--- src/rtl/sof_pkg.sv ---
package sof_pkg;
  typedef enum logic [1:0] {
    ST_IDLE = 2'd0,
    ST_WAIT = 2'd1,
    ST_LOW  = 2'd2,
    ST_HIGH = 2'd3
  } sof_state_e;

  function automatic int max2(input int a, input int b);
    return (a > b) ? a : b;
  endfunction
endpackage

--- src/rtl/sof_run_counter.sv ---
module sof_run_counter #(
  parameter int CMAX = 52,
  localparam int CW = $clog2(CMAX + 1)
) (
  input  logic          clk,
  input  logic          rst_n,
  input  logic          clr,
  input  logic          load1,
  input  logic          inc,
  output logic [CW-1:0] cnt
);
  localparam logic [CW-1:0] TOP = CW'(CMAX);

  always_ff @(posedge clk) begin
    if (!rst_n)         cnt <= '0;
    else if (clr)       cnt <= '0;
    else if (load1)     cnt <= CW'(1);
    else if (inc && cnt != TOP) cnt <= cnt + CW'(1);
  end


  cnt_bound_chk: assert property (@(posedge clk) disable iff (!rst_n)
    cnt <= TOP);


  cnt_sat_chk: assert property (@(posedge clk) disable iff (!rst_n)
    (inc && !clr && !load1 && cnt == TOP) |=> (cnt == TOP));
endmodule

--- src/rtl/sof_limit_cmp.sv ---
module sof_limit_cmp #(
  parameter int CW        = 6,
  parameter int WAIT_LIM  = 52,
  parameter int LOW_MIN   = 16,
  parameter int LOW_LIM   = 28,
  parameter int HIGH_LIM  = 4
) (
  input  logic [CW-1:0] cnt,
  output logic          wait_full,
  output logic          low_short,
  output logic          low_full,
  output logic          high_full
);
  always_comb begin
    wait_full = (cnt >= CW'(WAIT_LIM));
    low_short = (cnt <  CW'(LOW_MIN));
    low_full  = (cnt >= CW'(LOW_LIM));
    high_full = (cnt >= CW'(HIGH_LIM));
  end
endmodule

--- src/rtl/sof_sync_detector.sv ---
module sof_sync_detector
  import sof_pkg::*;
#(
  parameter int SMP_PER_ETU   = 2,
  parameter int WAIT_MAX_ETU  = 26,
  parameter int LOW_MIN_ETU   = 8,
  parameter int LOW_MAX_ETU   = 14,
  parameter int HIGH_MAX_ETU  = 2
) (
  input  logic clk,
  input  logic rst_n,
  input  logic s_valid,
  output logic s_ready,
  input  logic s_sign,
  output logic sync_o,
  output logic err_o,
  output logic busy_o
);
  localparam int WAIT_LIM = WAIT_MAX_ETU * SMP_PER_ETU;
  localparam int LOW_MIN  = LOW_MIN_ETU  * SMP_PER_ETU;
  localparam int LOW_LIM  = LOW_MAX_ETU  * SMP_PER_ETU;
  localparam int HIGH_LIM = HIGH_MAX_ETU * SMP_PER_ETU;
  localparam int CMAX     = max2(max2(WAIT_LIM, LOW_LIM), HIGH_LIM);
  localparam int CW       = $clog2(CMAX + 1);

  sof_state_e state, nxt_state;
  logic [CW-1:0] cnt;
  logic clr, load1, inc, set_err, set_sync, take;
  logic wait_full, low_short, low_full, high_full;
  logic ready_q;

  assign take    = s_valid && ready_q;
  assign s_ready = ready_q;
  assign busy_o  = (state != ST_IDLE);

  sof_run_counter #(.CMAX(CMAX)) u_cnt (
    .clk(clk), .rst_n(rst_n), .clr(clr), .load1(load1), .inc(inc), .cnt(cnt)
  );

  sof_limit_cmp #(
    .CW(CW), .WAIT_LIM(WAIT_LIM), .LOW_MIN(LOW_MIN),
    .LOW_LIM(LOW_LIM), .HIGH_LIM(HIGH_LIM)
  ) u_cmp (
    .cnt(cnt), .wait_full(wait_full), .low_short(low_short),
    .low_full(low_full), .high_full(high_full)
  );

  always_comb begin
    nxt_state = state;
    clr = 1'b0; load1 = 1'b0; inc = 1'b0;
    set_err = 1'b0; set_sync = 1'b0;
    if (take) begin
      unique case (state)
        ST_IDLE: if (s_sign) begin
          nxt_state = ST_WAIT; load1 = 1'b1;
        end
        ST_WAIT: if (s_sign) begin
          if (wait_full) set_err = 1'b1; else inc = 1'b1;
        end else begin
          nxt_state = ST_LOW; load1 = 1'b1;
        end
        ST_LOW: if (!s_sign) begin
          if (low_full) set_err = 1'b1; else inc = 1'b1;
        end else begin
          if (low_short) set_err = 1'b1;
          else begin nxt_state = ST_HIGH; load1 = 1'b1; end
        end
        ST_HIGH: if (s_sign) begin
          if (high_full) set_err = 1'b1; else inc = 1'b1;
        end else begin
          set_sync = 1'b1; nxt_state = ST_IDLE; clr = 1'b1;
        end
        default: nxt_state = ST_IDLE;
      endcase
    end
    if (set_err) begin
      nxt_state = ST_IDLE; clr = 1'b1; load1 = 1'b0; inc = 1'b0;
    end
  end

  always_ff @(posedge clk) begin
    if (!rst_n) begin
      state   <= ST_IDLE;
      sync_o  <= 1'b0;
      err_o   <= 1'b0;
      ready_q <= 1'b0;
    end else begin
      state   <= nxt_state;
      sync_o  <= set_sync;
      err_o   <= set_err;
      ready_q <= 1'b1;
    end
  end


  no_both_chk: assert property (@(posedge clk) disable iff (!rst_n)
    !(sync_o && err_o));


  sync_pulse_chk: assert property (@(posedge clk) disable iff (!rst_n)
    sync_o |=> !sync_o);


  err_pulse_chk: assert property (@(posedge clk) disable iff (!rst_n)
    err_o |=> !err_o);


  hold_idle_chk: assert property (@(posedge clk) disable iff (!rst_n)
    !s_valid |=> ($stable(state) && $stable(cnt)));


  sync_cause_chk: assert property (@(posedge clk) disable iff (!rst_n)
    sync_o |-> ($past(s_valid) && !$past(s_sign) && !busy_o));


  busy_start_chk: assert property (@(posedge clk) disable iff (!rst_n)
    $rose(busy_o) |-> ($past(s_valid) && $past(s_sign)));


  err_idle_chk: assert property (@(posedge clk) disable iff (!rst_n)
    err_o |-> (!busy_o && cnt == '0));
endmodule

--- config.mk ---
export PLATFORM = sky130hd
export DESIGN_NAME = sof_sync_detector
export DESIGN_NICKNAME = d
export VERILOG_FILES = /design/src/rtl/sof_pkg.sv /design/src/rtl/sof_run_counter.sv /design/src/rtl/sof_limit_cmp.sv /design/src/rtl/sof_sync_detector.sv
export SDC_FILE = /design/constraint.sdc
export NUM_CORES = 1
export LEC_CHECK = 0
export ABC_AREA = 1
export ABC_CLOCK_PERIOD_IN_PS = 3170
export BUFFER_PORTS_ARGS = -buffer_cell sky130_fd_sc_hd__buf_4
export CELL_PAD_IN_SITES_DETAIL_PLACEMENT = 1
export CELL_PAD_IN_SITES_GLOBAL_PLACEMENT = 1
export CORE_MARGIN = 2
export CORE_UTILIZATION = 40
export CTS_CLUSTER_DIAMETER = 150
export DETAILED_ROUTE_END_ITERATION = 12
export PLACE_DENSITY_LB_ADDON = 0.1
export SLEW_MARGIN = 10
export SYNTH_ARGS = -nofsm -noshare
export SYNTH_HDL_FRONTEND = slang
export SYNTH_SLANG_ARGS = --single-unit
--- constraint.sdc ---
create_clock -name clk -period 3.17 [get_ports clk]
set_clock_uncertainty 0.2 [all_clocks]
set_input_delay 0.634 -clock clk [delete_from_list [all_inputs] [get_ports clk]]
set_output_delay 0.634 -clock clk [all_outputs]
set_load 0.02 [all_outputs]
==> Flow_metrics.wiki, run 1 <==
{| class="wikitable"
! Metric !! Value
|-
| Chain of cells forming the critical path || inv_1 -> ha_1 -> inv_1 -> buf_4
|-
| Cell taking the most area after synthesis || sky130_fd_sc_hd__dfxtp_1
|-
| TritonCTS clock tree || built
|-
| Largest fanout of any net on the critical path || 4
|-
| Final Instance Area || between 800 and 900 um2
|-
| Leading cell types by total area after synthesis || sky130_fd_sc_hd__dfxtp_1, sky130_fd_sc_hd__ha_1, sky130_fd_sc_hd__nand2_1
|-
| Summed instance area of the synthesized netlist || approximately 790 um2
|-
| IR Drop Worst-Case VDD || 0.2710 mV
|-
| Distinct cell type count after synthesis || 21
|-
| Vias in the first global route || roughly 740
|-
| Final-stage net count || 128
|-
| Count of final max-slew check failures || 0
|-
| Type of the worst setup path || reg2out
|-
| Total design power || 274.5 uW
|-
| Number of flip-flops and latches in the synthesized netlist || 11
|-
| Origin of the critical flop-to-flop path || state[0]$_SDFFE_PP0P_
|-
| Weighted congestion at the end of routability-driven global placement || approximately 0.78
|-
| Setup slack, reg-to-reg || around 1.3 ns
|-
| Wire length of the first global-routing pass || 2967 um
|-
| Min Tclk post-route || between 2 and 2.5 ns
|-
| Tightest slew margin relative to the limit || 74.89%
|-
| Async set or reset register ratio after synthesis || 0%
|-
| Synth top cells by count || sky130_fd_sc_hd__nand2_1, sky130_fd_sc_hd__inv_1, sky130_fd_sc_hd__nand3_1, sky130_fd_sc_hd__dfxtp_1, sky130_fd_sc_hd__ha_1
|-
| Standard-cell row count || 16
|-
| Total Wirelength || between 1500 and 2000 um
|-
| Number of nets with antenna violations after routing || 0
|-
| DRC violation count after routing || 0
|-
| Reg-to-reg endpoint || u_cnt.cnt[0]$_SDFFE_PP0P_
|-
| Critical path endpoint category || primary output
|-
| Worst EP required || about 2.3 ns
|-
| Crit. Startpoint || state[0]$_SDFFE_PP0P_
|-
| Share of cells above drive strength 1 || ~28%
|-
| Detailed Routing Iterations Pass 1 || 2
|-
| CP max stage delay || just under 0.4 ns
|-
| Setup TNS || 0 ns
|-
| Total cell area at the placement stage || 872.1 um2
|-
| DIE HEIGHT || about 48 um
|-
| Power density relative to cell area || between 300 and 400 nW/um2
|-
| Sequential area share after synthesis || around 28%
|-
| Die Footprint || between 2000 and 2500 um2
|-
| Hold crit path type || reg2reg
|-
| Leakage Power || 0.3797 nW
|-
| Hold WS || between 0.2 and 0.3 ns
|-
| Final cell utilization of the core || roughly 47%
|-
| Number of flops mapped to enable cells by yosys || 0
|-
| Clock tree sinks || 11
|-
| Clk slew on worst S/H paths || about 0.070 ns
|-
| H-tree depth reported by CTS || 1
|-
| Outcome || completed
|-
| Violation count after the first detailed-route iteration || 2
|-
| Clock buffers created by TritonCTS || 3
|-
| Net Count, Synth || between 100 and 150
|-
| Slew @ Worst Pin || between 0.3 and 0.4 ns
|-
| Antenna violations before repair || 0
|-
| Largest buffer count on any clock path || 2
|-
| Clock latency reported for the late side of the worst-skew pair || between 0.2 and 0.3 ns
|-
| Post-synthesis instance total || around 110
|-
| Fin crit share || between 60% and 70%
|-
| Final setup violation count || 0
|-
| Overall track demand over capacity in global routing || ~16%
|-
| Mean Syn Cell Area || 7.483 um2
|-
| Maximum achievable frequency || between 400 and 500 MHz
|-
| Worst slack after detailed placement || 1.164 ns
|-
| Detail-routed net length per standard cell || 11.55 um
|-
| Area share of the largest cell type after synthesis || between 20% and 30%
|-
| Core Box Area || around 1900 um2
|-
| Synthesis Warnings || 0
|-
| Area growth syn-to-layout || 14.33%
|-
| Cell with the most instances after synthesis || sky130_fd_sc_hd__nand2_1
|-
| Pin count of the biggest net entering global routing || 7
|-
| Total congestion overflow after global routing || 0
|-
| Slowest CP cell || sky130_fd_sc_hd__dfxtp_1
|-
| Hold buffer count at cts || 0
|-
| CTS root buf || sky130_fd_sc_hd__clkbuf_4
|-
| Port bufs || 7
|-
| Initial cell density of the core || 41.32%
|-
| Via/cell ratio || 4.769
|-
| Die extent in x || roughly 48 um
|-
| Overall via count from detail_route || approximately 700
|-
| Hold Violations, Final || 0
|-
| MaxCap Viol Count || 0
|-
| Main flop type after synthesis || sky130_fd_sc_hd__dfxtp_1
|-
| Antenna cell count || 0
|-
| Post-route worst setup slack || around 1.2 ns
|-
| Post-route non-filler standard cell count || approximately 140
|-
| Dominant cell type by count on the critical path || sky130_fd_sc_hd__inv_1
|-
| Worst setup path end || busy_o
|-
| DP Wirelength || between 1000 and 1500 um
|-
| Instance count after placement with tap cells included || 139
|-
| Top Ports || 8
|-
| Cts repair resizes || 0
|-
| R2r worst-path depth || 9
|-
| Setup repair after global routing missed its margin || false
|-
| Worst path arrival time || around 1.2 ns
|-
| Number of setup buffers added after CTS || 0
|-
| Type of element launching the critical path || flop
|}
worst max-delay path: cells and delay by family (launching register included):
kind                       cells  cell delay (ns)
DFF                            1             0.39
buffers and inverters          3             0.31
adders and majority gates      1             0.22
layout make-up:
cell class | count | area (um2)
Timing Repair Buffer | 7 | 52.55
Clock buffer | 4 | 26.28
Multi-Input combinational cell | 74 | 490.5
Tap cell | 27 | 33.78
Sequential cell | 11 | 220.2
Fill cell | 252 | 1003
Inverter | 20 | 75.07
flip-flops by register name (all words and copies together), names as in the netlist:
name / flops
u_cnt.cnt: 6
state: 2
err_o: 1
s_ready: 1
sync_o: 1
worst min-delay path by stage:
stage | startpoint | end | slack [ns] | cells past startpoint
4_1_cts | u_cnt.cnt[5]$_SDFFE_PP0P_ | u_cnt.cnt[5]$_SDFFE_PP0P_ | 0.29 | 2
5_1_grt | rst_n | s_ready$_DFF_P_ | 0.31 | 1
2_1_floorplan | u_cnt.cnt[5]$_SDFFE_PP0P_ | u_cnt.cnt[5]$_SDFFE_PP0P_ | 0.26 | 2
6_report | u_cnt.cnt[5]$_SDFFE_PP0P_ | u_cnt.cnt[5]$_SDFFE_PP0P_ | 0.29 | 2
3_5_place_dp | u_cnt.cnt[5]$_SDFFE_PP0P_ | u_cnt.cnt[5]$_SDFFE_PP0P_ | 0.28 | 2
3_3_place_gp | state[1]$_SDFFE_PP0P_ | state[1]$_SDFFE_PP0P_ | 0.29 | 2
cells by family after synthesis:
kind of cell,after synthesis,share of synthesized area [%]
AOI/OAI and AO/OA,14,12.90
buffers and inverters,20,9.554
xor gates and xnor gates,3,3.345
and+or+nand+nor,50,35.03
adders and majority gates,7,11.15
DFF,11,28.03
power breakdown:
part	switching [mW]	leakage, nW	total [mW]	internal, mW
clock network	0.0462	0.0150	0.0949	0.0487
registers	0.00255	0.0892	0.143	0.141
logic	0.0227	0.276	0.0364	0.0137
total	0.0715	0.380	0.274	0.203
cells in the final DEF (no fill, tap or decap), drive strengths merged, types with 2 or more instances in the layout:
master,count
nor3,2
nand3,14
clkbuf,4
nand2,27
dfxtp,11
nor2,6
buf,7
inv,20
xor2,3
a21oi,10
o21ai,2
ha,7
metal layers:
| layer | GRT usage (%) | wire length, um | vias up |
|---|---|---|---|
| met5 | 0 | 0 | - |
| met4 | 1.429 | 0 | 0 |
| met3 | 5.864 | 66 | 0 |
| met2 | 32.41 | 892 | 8 |
| met1 | 16.28 | 691 | 318 |
| li1 | - | - | 356 |
Note: power is estimated with default switching activity, not from simulation.
==> inputs of run 2 (changes only) <==
--- a/config.mk
+++ b/config.mk
@@ -6,7 +6,7 @@
 export NUM_CORES = 1
 export LEC_CHECK = 0
 export ABC_AREA = 1
-export ABC_CLOCK_PERIOD_IN_PS = 3170
+export ABC_CLOCK_PERIOD_IN_PS = 1900
 export BUFFER_PORTS_ARGS = -buffer_cell sky130_fd_sc_hd__buf_4
 export CELL_PAD_IN_SITES_DETAIL_PLACEMENT = 1
 export CELL_PAD_IN_SITES_GLOBAL_PLACEMENT = 1
==> constraint.sdc (replaced) <==
create_clock -name clk -period 1.9 [get_ports clk]
set_clock_uncertainty 0.2 [all_clocks]
set_input_delay 0.38 -clock clk [delete_from_list [all_inputs] [get_ports clk]]
set_output_delay 0.38 -clock clk [all_outputs]
set_load 0.02 [all_outputs]
==> run 2 against run 1 <==
  * Final area increased by 5.6%
  * Worst setup slack worse by 1.0 ns
  * Wire length up 3.3%
  * Sequential power grew 67%
  * Clock-buffer cell count unchanged
  * Critical path depth is 6 higher
  * Combinational power increased by 82%
  * Non-clock buffer count rose by 4
  * Final cell count increased by 2.8%
  * First-iteration DRC count increased to 4.0 times the previous value
  * Clock power up 71%
  * Largest cell class unchanged
  * Largest power group unchanged
  * Highest routed layer is now met4
==> Flow_metrics.wiki, run 2 (synthesized netlist as in run 1, its figures left out) <==
{| class="wikitable"
! Metric !! Value
|-
| Outcome || completed
|-
| Number of nets with antenna violations after routing || 0 (unchanged)
|-
| Fin crit share || roughly 92%
|-
| DIE HEIGHT || 48.32 um (unchanged)
|-
| Setup repair after global routing missed its margin || false
|-
| Clock buffers created by TritonCTS || 3 (unchanged)
|-
| Buf+Inv Stages, Crit Path || 2 (-1)
|-
| MaxCap Viol Count || 0 (unchanged)
|-
| Initial cell density of the core || 41.32% (unchanged)
|-
| Die extent in x || 48.32 um (unchanged)
|-
| Clock tree sinks || 11 (unchanged)
|-
| Via/cell ratio || 4.823 (+1.1%)
|-
| Instance count after placement with tap cells included || 141 (+1.4%)
|-
| Hold Violations, Final || 0 (unchanged)
|-
| Power density relative to cell area || 493.7 nW/um2 (+62%)
|-
| Proportion of power drawn by flip-flops and latches || 51.1% (-1.1 points)
|-
| Slew @ Worst Pin || 0.3713 ns (-0.003013 ns)
|-
| Antenna cell count || 0 (unchanged)
|-
| TritonCTS clock tree || built
|-
| Total cell area at the placement stage || 887.1 um2 (+1.7%)
|-
| Final-stage net count || 132 (+3.1%)
|-
| Standard-cell row count || 16 (unchanged)
|-
| Proportion of power drawn by combinational gates || 14.2% (+0.9 points)
|-
| Detail-routed net length per standard cell || 11.61 um (+0.52%)
|-
| Leakage Power || 0.4177 nW (+10%)
|-
| Commonest cells after routing, fill and taps aside || sky130_fd_sc_hd__nand2_1, sky130_fd_sc_hd__inv_1, sky130_fd_sc_hd__nand3_1
|-
| Core Box Area || 1902 um2 (unchanged)
|-
| Worst path arrival time || 1.76 ns (+0.57 ns)
|-
| Vias in the first global route || 745 (+0.54%)
|-
| Clk slew on worst S/H paths || 0.07 ns (about the same)
|-
| Critical path endpoint category || flop
|-
| Largest fanout of any net on the critical path || 5 (+1)
|-
| Overall track demand over capacity in global routing || 16.81% (+0.67 points)
|-
| Biggest regs || u_cnt.cnt: 6 flops, state: 2 flops
|-
| Share of cells above drive strength 1 || 36.67% (+8.2 points)
|-
| Final Instance Area || 948.4 um2 (+5.6%)
|-
| Chain of cells forming the critical path || inv_1 -> ha_2 -> inv_2 -> a21oi_2 -> nand2_2 -> nand2_4 -> nand2_4 -> nand2_4 -> nand4_4 -> a21oi_2
|-
| IR Drop Worst-Case VDD || 0.4405 mV (+63%)
|-
| Internal Pwr Total || 341.8 uW (+68%)
|-
| Pin count of the biggest net entering global routing || 7 (unchanged)
|-
| H-tree depth reported by CTS || 1 (unchanged)
|-
| Die Footprint || 2335 um2 (unchanged)
|-
| Net Sw Frac || 27.00% (+0.94 points)
|-
| Slowest CP cell || sky130_fd_sc_hd__dfxtp_2
|-
| Port bufs || 7 (unchanged)
|-
| Clock latency reported for the late side of the worst-skew pair || 0.27 ns (about the same)
|-
| Kind of cell adding the most delay to the critical path || simple AND/OR/NAND/NOR gates
|-
| Weighted congestion at the end of routability-driven global placement || 0.8212 (+4.9%)
|-
| CP max stage delay || 0.34 ns (-0.05 ns)
|-
| Type of the worst setup path || reg2reg
|-
| Detailed Routing Iterations Pass 1 || 4 (+2)
|-
| Wire length of the first global-routing pass || 3091 um (+4.2%)
|-
| Worst EP required || 1.91 ns (-0.43 ns)
|-
| Post-route worst setup slack || 0.1475 ns (-1.003 ns)
|-
| Largest register by flop count || u_cnt.cnt
|-
| Reported net switching power || 126.4 uW (+77%)
|-
| DP Wirelength || 1381 um (about the same)
|-
| Antenna violations before repair || 0 (unchanged)
|-
| Dominant cell type by count on the critical path || sky130_fd_sc_hd__nand2_4
|-
| Largest buffer count on any clock path || 2 (unchanged)
|-
| Hold crit path type || in2reg
|-
| Filler Cells Inserted || 258 (+2.4%)
|-
| Final setup violation count || 0 (unchanged)
|-
| Tightest slew margin relative to the limit || 75.10% (+0.20 points)
|-
| Post-route non-filler standard cell count || 147 (+2.8%)
|-
| Worst slack after detailed placement || 0.001550 ns (-1.162 ns)
|-
| CTS root buf || sky130_fd_sc_hd__clkbuf_4
|-
| Most common cell after layout, fill and taps aside || sky130_fd_sc_hd__nand2_1
|-
| DRC violation count after routing || 0 (unchanged)
|-
| Number of flip-flops in the largest register || 6 (unchanged)
|-
| Portion of total power attributed to the clock network || 34.7% (about the same)
|-
| Hold WS || 0.05942 ns (-0.2316 ns)
|-
| Violation count after the first detailed-route iteration || 8 (+6)
|-
| Total congestion overflow after global routing || 0 (unchanged)
|-
| Overall via count from detail_route || 709 (+4.0%)
|-
| Area growth syn-to-layout || 20.70%
|-
| Setup TNS || 0 ns (unchanged)
|-
| Top Ports || 8 (unchanged)
|-
| Type of element launching the critical path || flop
|-
| Total Wirelength || 1706 um (+3.3%)
|-
| Maximum achievable frequency || between 500 and 600 MHz
|-
| Count of final max-slew check failures || 0 (unchanged)
|-
| Min Tclk post-route || about 1.8 ns
|}
[run 2: cell count changes in the layout (fill, tap and decap cells not counted), sizes merged]
cell | before | now
buf | 7 | 11
[run 2: final cells by class]
class                      instances  area [um2]  area share, %
multi-input combinational         74       508.0          53.56
sequential                        11       222.7          23.48
inverter                          20       75.07          7.916
clock buffer                       4       26.28          2.770
tap                               27       33.78          3.562
timing repair buffer              11       82.58          8.707
[run 2: per-layer routing]
| metal | vias up | GRT usage [%] | share of wire [%] |
|---|---|---|---|
| met5 | - | 0 | 0 |
| met4 | 0 | 4.286 | 0.59 |
| met3 | 3 | 4.630 | 3.8 |
| met2 | 12 | 30.79 | 52 |
| met1 | 333 | 19.22 | 43 |
| li1 | 361 | - | - |
[run 2: worst reg2reg max path: stages (launching register included)]
cell and delay (ns):
sky130_fd_sc_hd__dfxtp_2 0.34, sky130_fd_sc_hd__inv_1 0.10, sky130_fd_sc_hd__ha_2 0.23, sky130_fd_sc_hd__inv_2 0.05
sky130_fd_sc_hd__a21oi_2 0.15, sky130_fd_sc_hd__nand2_2 0.08, sky130_fd_sc_hd__nand2_4 0.09, sky130_fd_sc_hd__nand2_4 0.08
sky130_fd_sc_hd__nand2_4 0.09, sky130_fd_sc_hd__nand4_4 0.14, sky130_fd_sc_hd__a21oi_2 0.14
[run 2: final timing paths]
kind	startpoint	end	slack (ns)	cells past startpoint
setup / recovery	state[0]$_SDFFE_PP0P_	u_cnt.cnt[3]$_SDFFE_PP0P_	0.15	10
hold / removal	rst_n	s_ready$_DFF_P_	0.06	1
setup reg to reg	state[0]$_SDFFE_PP0P_	u_cnt.cnt[3]$_SDFFE_PP0P_	0.15	10
hold reg to reg	state[1]$_SDFFE_PP0P_	state[1]$_SDFFE_PP0P_	0.29	2
[run 2: metrics by stage]
| step | utilization [%] | total power [mW] |
|---|---|---|
| 3_5_place_dp | 46.64 | 0.3071 |
| 6_report | 49.87 | 0.4682 |
| 5_1_grt | 49.87 | 0.4955 |
| 4_1_cts | 48.22 | 0.4713 |
| 2_1_floorplan | - | 0.2845 |
| 3_3_place_gp | 46.64 | 0.3051 |
[run 2: power groups by stage]
stage	registers, mW	clock network [mW]	logic, mW
final	0.239	0.162	0.0664
after global routing	0.240	0.181	0.0744
after CTS	0.239	0.169	0.0630
after detailed placement	0.245	0	0.0625
after global placement	0.244	0	0.0611
after floorplan	0.245	0	0.0399
[run 2: timing repair]
| item | in CTS | in global routing |
|---|---|---|
| hold endpoints to repair | 0 | 0 |
| setup buffers | 0 | 2 |
| hold buffers | 0 | 0 |
| gates resized for setup | 1 | 7 |
| cloned | 0 | 0 |
| pin swaps | 0 | 1 |
| setup endpoints to repair | 1 | 8 |
